$ cat src/rtl/sst_pkg.sv
package sst_pkg;
  localparam int ADDR_W = 2;
  localparam int DATA_W = 8;

  localparam logic [ADDR_W-1:0] A_CTRL  = 2'd0;
  localparam logic [ADDR_W-1:0] A_BUF   = 2'd1;
  localparam logic [ADDR_W-1:0] A_FLAG1 = 2'd2;
  localparam logic [ADDR_W-1:0] A_FLAG2 = 2'd3;

  localparam int B_EN    = 0;
  localparam int B_ALL   = 1;
  localparam int B_COND  = 2;
  localparam int B_WAIT  = 3;
  localparam int B_MASK1 = 4;
  localparam int B_MASK2 = 5;

  typedef enum logic {ST_FREE = 1'b0, ST_HOLD = 1'b1} hold_state_e;
endpackage

$ cat src/rtl/sst_rst_sync.sv
module sst_rst_sync (
  input  logic clk_i,
  input  logic rst_ni,
  output logic rst_sync_no
);
  logic [1:0] pipe_q;

  always_ff @(posedge clk_i or negedge rst_ni) begin
    if (!rst_ni) pipe_q <= 2'b00;
    else         pipe_q <= {pipe_q[0], 1'b1};
  end

  assign rst_sync_no = pipe_q[1];
endmodule

$ cat src/rtl/sst_line_sync.sv
module sst_line_sync #(
  parameter int STAGES = 2,
  parameter int LINES  = 2
) (
  input  logic             clk_i,
  input  logic             rst_ni,
  input  logic [LINES-1:0] line_i,
  output logic [LINES-1:0] sync_o,
  output logic [LINES-1:0] fall_o
);
  localparam int TOP = STAGES - 1;

  for (genvar g = 0; g < LINES; g++) begin : g_line
    logic [STAGES-1:0] chain_q, chain_d;
    logic              prev_q, prev_d;

    always_comb begin
      if (STAGES > 1) chain_d = {chain_q[STAGES-2:0], line_i[g]};
      else            chain_d = line_i[g];
      prev_d = chain_q[TOP];
    end

    always_ff @(posedge clk_i or negedge rst_ni) begin
      if (!rst_ni) begin
        chain_q <= '1;
        prev_q  <= 1'b1;
      end else begin
        chain_q <= chain_d;
        prev_q  <= prev_d;
      end
    end

    assign sync_o[g] = chain_q[TOP];
    assign fall_o[g] = prev_q & ~chain_q[TOP];
  end
endmodule

$ cat src/rtl/sst_hold_fsm.sv
module sst_hold_fsm
  import sst_pkg::*;
(
  input  logic clk_i,
  input  logic rst_ni,
  input  logic en_i,
  input  logic all_en_i,
  input  logic cond_en_i,
  input  logic cond1_flag_i,
  input  logic cond1_det_i,
  input  logic fall_i,
  input  logic buf_wr_i,
  output logic hold_o
);
  hold_state_e state_q, state_d;
  logic        start;

  always_comb begin
    start   = fall_i & (all_en_i | (cond_en_i & (cond1_flag_i | cond1_det_i)));
    state_d = state_q;
    if (!en_i)          state_d = ST_FREE;
    else if (buf_wr_i)  state_d = ST_FREE;
    else if (start)     state_d = ST_HOLD;
  end

  always_ff @(posedge clk_i or negedge rst_ni) begin
    if (!rst_ni) state_q <= ST_FREE;
    else         state_q <= state_d;
  end

  assign hold_o = (state_q == ST_HOLD);


  buf_release_chk: assert property (@(posedge clk_i) disable iff (!rst_ni)
    buf_wr_i |=> !hold_o);


  hold_off_chk: assert property (@(posedge clk_i) disable iff (!rst_ni)
    !en_i |=> !hold_o);


  fall_start_chk: assert property (@(posedge clk_i) disable iff (!rst_ni)
    $rose(hold_o) |-> $past(fall_i));
endmodule

$ cat src/rtl/sst_reg_bank.sv
module sst_reg_bank
  import sst_pkg::*;
(
  input  logic              clk_i,
  input  logic              rst_ni,
  input  logic [ADDR_W-1:0] addr_i,
  input  logic              we_i,
  input  logic              re_i,
  input  logic [DATA_W-1:0] wdata_i,
  input  logic              cond1_det_i,
  input  logic              cond2_det_i,
  input  logic              hold_i,
  input  logic              dat_sync_i,
  output logic              en_o,
  output logic              all_en_o,
  output logic              cond_en_o,
  output logic              buf_bit_o,
  output logic              buf_wr_o,
  output logic              cond1_flag_o,
  output logic              irq_o,
  output logic [DATA_W-1:0] rdata_o
);
  logic              en_q, en_d, all_q, all_d, cen_q, cen_d;
  logic [1:0]        mask_q, mask_d;
  logic              buf_q, buf_d;
  logic              c1_q, c1_d, c2_q, c2_d;
  logic [DATA_W-1:0] rdata_q, rdata_d, rd_mux;
  logic              ctrl_wr;

  always_comb begin
    ctrl_wr  = we_i && (addr_i == A_CTRL);
    buf_wr_o = we_i && (addr_i == A_BUF);

    en_d   = ctrl_wr ? wdata_i[B_EN]   : en_q;
    all_d  = ctrl_wr ? wdata_i[B_ALL]  : all_q;
    cen_d  = ctrl_wr ? wdata_i[B_COND] : cen_q;
    mask_d = ctrl_wr ? {wdata_i[B_MASK2], wdata_i[B_MASK1]} : mask_q;
    buf_d  = buf_wr_o ? wdata_i[0] : buf_q;

    c1_d = cond1_det_i | (c1_q & ~(re_i && (addr_i == A_FLAG1)));
    c2_d = cond2_det_i | (c2_q & ~(re_i && (addr_i == A_FLAG2)));

    rd_mux = '0;
    unique case (addr_i)
      A_CTRL: begin
        rd_mux[B_EN]    = en_q;
        rd_mux[B_ALL]   = all_q;
        rd_mux[B_COND]  = cen_q;
        rd_mux[B_WAIT]  = hold_i & en_q;
        rd_mux[B_MASK1] = mask_q[0];
        rd_mux[B_MASK2] = mask_q[1];
      end
      A_BUF: begin
        rd_mux[0] = buf_q;
        rd_mux[1] = dat_sync_i;
      end
      A_FLAG1: rd_mux[0] = c1_q;
      default: rd_mux[0] = c2_q;
    endcase
    rdata_d = re_i ? rd_mux : rdata_q;
  end

  always_ff @(posedge clk_i or negedge rst_ni) begin
    if (!rst_ni) begin
      en_q    <= 1'b0;
      all_q   <= 1'b0;
      cen_q   <= 1'b0;
      mask_q  <= 2'b00;
      buf_q   <= 1'b1;
      c1_q    <= 1'b0;
      c2_q    <= 1'b0;
      rdata_q <= '0;
    end else begin
      en_q    <= en_d;
      all_q   <= all_d;
      cen_q   <= cen_d;
      mask_q  <= mask_d;
      buf_q   <= buf_d;
      c1_q    <= c1_d;
      c2_q    <= c2_d;
      rdata_q <= rdata_d;
    end
  end

  assign en_o         = en_q;
  assign all_en_o     = all_q;
  assign cond_en_o    = cen_q;
  assign buf_bit_o    = buf_q;
  assign cond1_flag_o = c1_q;
  assign rdata_o      = rdata_q;
  assign irq_o        = (c1_q & mask_q[0]) | (c2_q & mask_q[1]);


  flag_set_chk: assert property (@(posedge clk_i) disable iff (!rst_ni)
    cond1_det_i |=> cond1_flag_o);


  rd_hold_chk: assert property (@(posedge clk_i) disable iff (!rst_ni)
    !re_i |=> $stable(rdata_o));
endmodule

$ cat src/rtl/sclk_stretch_ctrl.sv
module sclk_stretch_ctrl
  import sst_pkg::*;
#(
  parameter int SYNC_STAGES = 2
) (
  input  logic              clk_i,
  input  logic              rst_ni,
  input  logic              clk_line_i,
  input  logic              dat_line_i,
  output logic              clk_line_oe_o,
  output logic              dat_line_oe_o,
  input  logic              cond1_det_i,
  input  logic              cond2_det_i,
  input  logic [ADDR_W-1:0] bus_addr_i,
  input  logic              bus_we_i,
  input  logic              bus_re_i,
  input  logic [DATA_W-1:0] bus_wdata_i,
  output logic [DATA_W-1:0] bus_rdata_o,
  output logic              irq_o
);
  logic       rst_n_s;
  logic [1:0] sync, fall;
  logic       en, all_en, cond_en, buf_bit, buf_wr, c1_flag, hold;

  sst_rst_sync u_rst (
    .clk_i       (clk_i),
    .rst_ni      (rst_ni),
    .rst_sync_no (rst_n_s)
  );

  sst_line_sync #(.STAGES(SYNC_STAGES), .LINES(2)) u_sync (
    .clk_i  (clk_i),
    .rst_ni (rst_n_s),
    .line_i ({dat_line_i, clk_line_i}),
    .sync_o (sync),
    .fall_o (fall)
  );

  sst_reg_bank u_regs (
    .clk_i        (clk_i),
    .rst_ni       (rst_n_s),
    .addr_i       (bus_addr_i),
    .we_i         (bus_we_i),
    .re_i         (bus_re_i),
    .wdata_i      (bus_wdata_i),
    .cond1_det_i  (cond1_det_i),
    .cond2_det_i  (cond2_det_i),
    .hold_i       (hold),
    .dat_sync_i   (sync[1]),
    .en_o         (en),
    .all_en_o     (all_en),
    .cond_en_o    (cond_en),
    .buf_bit_o    (buf_bit),
    .buf_wr_o     (buf_wr),
    .cond1_flag_o (c1_flag),
    .irq_o        (irq_o),
    .rdata_o      (bus_rdata_o)
  );

  sst_hold_fsm u_fsm (
    .clk_i        (clk_i),
    .rst_ni       (rst_n_s),
    .en_i         (en),
    .all_en_i     (all_en),
    .cond_en_i    (cond_en),
    .cond1_flag_i (c1_flag),
    .cond1_det_i  (cond1_det_i),
    .fall_i       (fall[0]),
    .buf_wr_i     (buf_wr),
    .hold_o       (hold)
  );

  assign clk_line_oe_o = hold & en;
  assign dat_line_oe_o = en & ~buf_bit;


  idle_lines_chk: assert property (@(posedge clk_i) disable iff (!rst_n_s)
    !en |-> (!clk_line_oe_o && !dat_line_oe_o));
endmodule

$ cat config.mk
export PLATFORM = sky130hd
export DESIGN_NAME = sclk_stretch_ctrl
export DESIGN_NICKNAME = d
export VERILOG_FILES = /design/src/rtl/sst_pkg.sv /design/src/rtl/sst_rst_sync.sv /design/src/rtl/sst_line_sync.sv /design/src/rtl/sst_hold_fsm.sv /design/src/rtl/sst_reg_bank.sv /design/src/rtl/sclk_stretch_ctrl.sv
export SDC_FILE = /design/constraint.sdc
export NUM_CORES = 1
export LEC_CHECK = 0
export ABC_CLOCK_PERIOD_IN_PS = 1000
export BUFFER_PORTS_ARGS = -buffer_cell sky130_fd_sc_hd__clkbuf_2
export CORE_ASPECT_RATIO = 1.75
export CORE_MARGIN = 4
export CORE_UTILIZATION = 35
export CTS_CLUSTER_DIAMETER = 200
export DETAILED_ROUTE_END_ITERATION = 6
export PLACE_DENSITY = 0.7
export RECOVER_POWER = 100
export SLEW_MARGIN = 25
export SYNTH_ARGS = -nofsm -noshare
export SYNTH_HDL_FRONTEND = slang
export SYNTH_SLANG_ARGS = --single-unit
$ cat constraint.sdc
create_clock -name clk_i -period 1 [get_ports clk_i]
set_clock_uncertainty 0.1 [all_clocks]
set_input_delay 0.15 -clock clk_i [delete_from_list [all_inputs] [get_ports clk_i]]
set_output_delay 0.15 -clock clk_i [all_outputs]
set_load 0.01 [all_outputs]
==> impl_results.md <==
* Chip height at 75.1 um
* Switching power at 519 uW
* RePlAce Congestion at 0.758
* Largest stage delay, worst path at approximately 0.40 ns
* Nets at around 130
* Seq/Total Area, Yosys at 0.620
* Peak supply drop at 1.11 mV
* Wire per inst at 14.2 um
* First-pass GRT wire length at between 3 and 4 mm
* Final hold vios at 0
* Failing checks: negative setup slack
* Fill cell count at 224
* Register area at 559 um^2
* Largest net degree at the start of global routing at 21
* CP Class: reg2out
* #FFs+latches synth at 22
* Library cells used by synthesis at 28
* Dpl hpwl at 1.35 mm
* Root Driver: clkbuf_8
* Cell Chain, Critical Path: buf_6, a22o_1, clkbuf_2
* Area delta synth->final at 46.3%
* Vias in the first global route at 718
* Final setup margin at -0.371 ns
* TritonCTS buffer count at 3
* # IOs at 29
* Logic pwr share at 0.192
* Worst Setup Start Kind: flop
* Port Buffers at 23
* Number of flops mapped to enable cells by yosys at 0
* Fmax achieved at approximately 0.73 GHz
* Core area at approximately 2500 um^2
* Setup TNS at -1.92 ns
* Avg Inst Size Synth at 13.8 um^2
* WP data required at around 0.75 ns
* Die area at 3480 um^2
* Multi-input logic area at around 340 um^2
* Worst hold path type: in2reg
* Largest cells by area after synthesis: dfrtp_1, dfstp_2, mux2_4
* CP arrival at 1.12 ns
* Pleak at 0.000637 uW
* Remaining Overflow, GRT at 0
* Cell Rows at 24
* Setup-failing EPs final at 17
* DR iter-0 viols at 4
* Sequential cell fraction of total power at 0.457
* Buffer and inverter count on the worst path at 2
* Clock sinks at 22
* Vias at 654
* Share of layout cells above drive strength 1 at 0.573
* Worst skew pair latency at roughly 0.26 ns
* Initial antenna violation count at 0
* Synth top area share at 0.445
* Clk buf depth at 2
* Synth area leader: dfrtp_1
* Placement Setup Slack at -0.316 ns
* Cell family with most CP delay: flip-flops
* Clock Pin Slew Worst Setup and Hold Paths at 0.08 ns
* Period utilisation layout at 1.37
* Diodes inserted at 0
* Max Slew Vio Count at 0
* CTS tree: done
* RSZ-0062 raised after global routing: yes
* Worst-path maximum fanout at 2
* Starting Density at 0.361
* Asr flop ratio synth at 1.00
* Internal power at 1810 uW
* Top_reg_cell synth: dfrtp_1
* Top cells by count, synth: dfrtp_1, dfstp_2, mux2_4, nand3_1, o21ai_0
* WHS at 0.0125 ns
* Synth Instances at 65
* H-tree depth at 1
* Die width at 46.3 um
* Overall routing resource usage at 0.129
* Crit. End Element: output pin
* Synth warn at 0
* Total wire length at 1.93 mm
* Drt pass-1 iters at 4
* # DRC at 0
* Pwr Total at 2320 uW
* CP max-delay cell: dfrtp_1
* Cell with the most instances after synthesis: dfrtp_1
* Status: finished with violations
* Pwr Density at 1770 nW/um^2
* Switching Fraction at 0.223
* Maximum capacitance violations at 0
* Synth Cell Area at between 800 and 900 um^2
* DRT antenna net count at 0
* Vias per cell at 4.81
* Tmin final at 1.37 ns
* Clk network pwr share at 0.351
==> worst register-to-register path, stage by stage, from the launching register on <==
cell and delay [ns]:
dfrtp_1 0.40, buf_6 0.12, buf_4 0.14, nor3_4 0.17, nor4b_2 0.07, o211a_1 0.22
==> registers in the layout, summed over array words and instances, names as in the netlist <==
name / count
u_fsm.hold_o: 1
u_regs.all_en_o: 1
u_regs.buf_bit_o: 1
u_regs.c2_q: 1
u_regs.cond1_flag_o: 1
u_regs.cond_en_o: 1
u_regs.en_o: 1
u_regs.mask_q: 2
u_regs.rdata_o: 6
u_rst.pipe_q: 2
u_sync.g_line.chain_q: 4
u_sync.g_line.prev_q: 1
==> cell families (layout without fill, tap and decap cells) <==
kind of cell | count (synthesis) | in the layout | share of synthesized area
multiplexers | 10 | 10 | 0.161
flip-flops | 22 | 22 | 0.620
AND/OR/NAND/NOR | 16 | 16 | 0.103
AO/OA/AOI/OAI | 8 | 8 | 0.0612
other | 2 | 3 | 0.00835
buffers and inverters | 7 | 51 | 0.0459
==> placed cells by master, fill, tap and decap left out, types with 3 or more instances in the layout <==
cell type and n:
conb_1 3, nand3_1 3, dfstp_2 4, clkbuf_4 3, buf_6 5, mux2_4 7, clkbuf_2 21, dfrtp_1 15
dlygate4sd3_1 4, clkbuf_8 4, inv_1 3, buf_4 8
==> path summary, 6_finish.rpt <==
kind	depth (start not counted)	endpoint	slack, ns	start
min in group asynchronous	2	u_rst.pipe_q[0]$_DFF_PN0_	0.10	rst_ni
worst min-delay path	2	u_regs.mask_q[0]$_DFFE_PN0P_	0.01	bus_wdata_i[4]
max in group asynchronous	1	u_regs.all_en_o$_DFFE_PN0P_	0.25	u_rst.pipe_q[1]$_DFF_PN0_
worst max register to register	5	u_fsm.hold_o$_DFFE_PN0P_	-0.33	u_regs.cond1_flag_o$_DFF_PN0_
worst max-delay path	3	irq_o	-0.37	u_regs.cond1_flag_o$_DFF_PN0_
worst min register to register	1	u_regs.rdata_o[4]$_DFFE_PN0P_	0.18	u_rst.pipe_q[1]$_DFF_PN0_
==> timing repair <==
item,CTS,global route
gates resized for setup,12,6
hold buffers,4,0
pin swaps,2,3
setup endpoints to repair,17,15
setup buffers,4,3
hold endpoints to repair,5,0
==> cell type report <==
type,count,area share
multi-input cells,37,0.256
clock buffers,3,0.0314
inverters,3,0.00856
well taps,26,0.0247
clock inverters,1,0.0228
repair buffers,44,0.232
flip-flops and latches,22,0.425
==> per-stage QoR <==
step | cell area [um^2] | util | std cells
finish | 1320 | 0.528 | 136
global route | 1320 | 0.528 | 136
CTS | 1280 | 0.515 | 133
detailed placement | 1100 | 0.442 | 121
global placement | 1100 | 0.442 | 121
floorplan | 908 | - | 66
==> metal layers <==
metal,wire [um],share of wire,vias to the layer above,GRT usage
li1,-,-,306,-
met1,705,0.37,324,0.145
met2,1100,0.57,20,0.229
met3,87,0.045,4,0.0239
met4,31,0.016,0,0.0570
met5,0,0,-,0
==> power by group through the flow <==
| stage | Sequential [uW] | Combinational (uW) | Clock [uW] |
|---|---|---|---|
| CTS | 1060 | 422 | 838 |
| detailed placement | 1080 | 361 | 0 |
| floorplan | 1080 | 183 | 0 |
| global route | 1080 | 489 | 894 |
| finish | 1060 | 446 | 816 |
| global placement | 1070 | 357 | 0 |
Power figures use the tool's default switching activity.
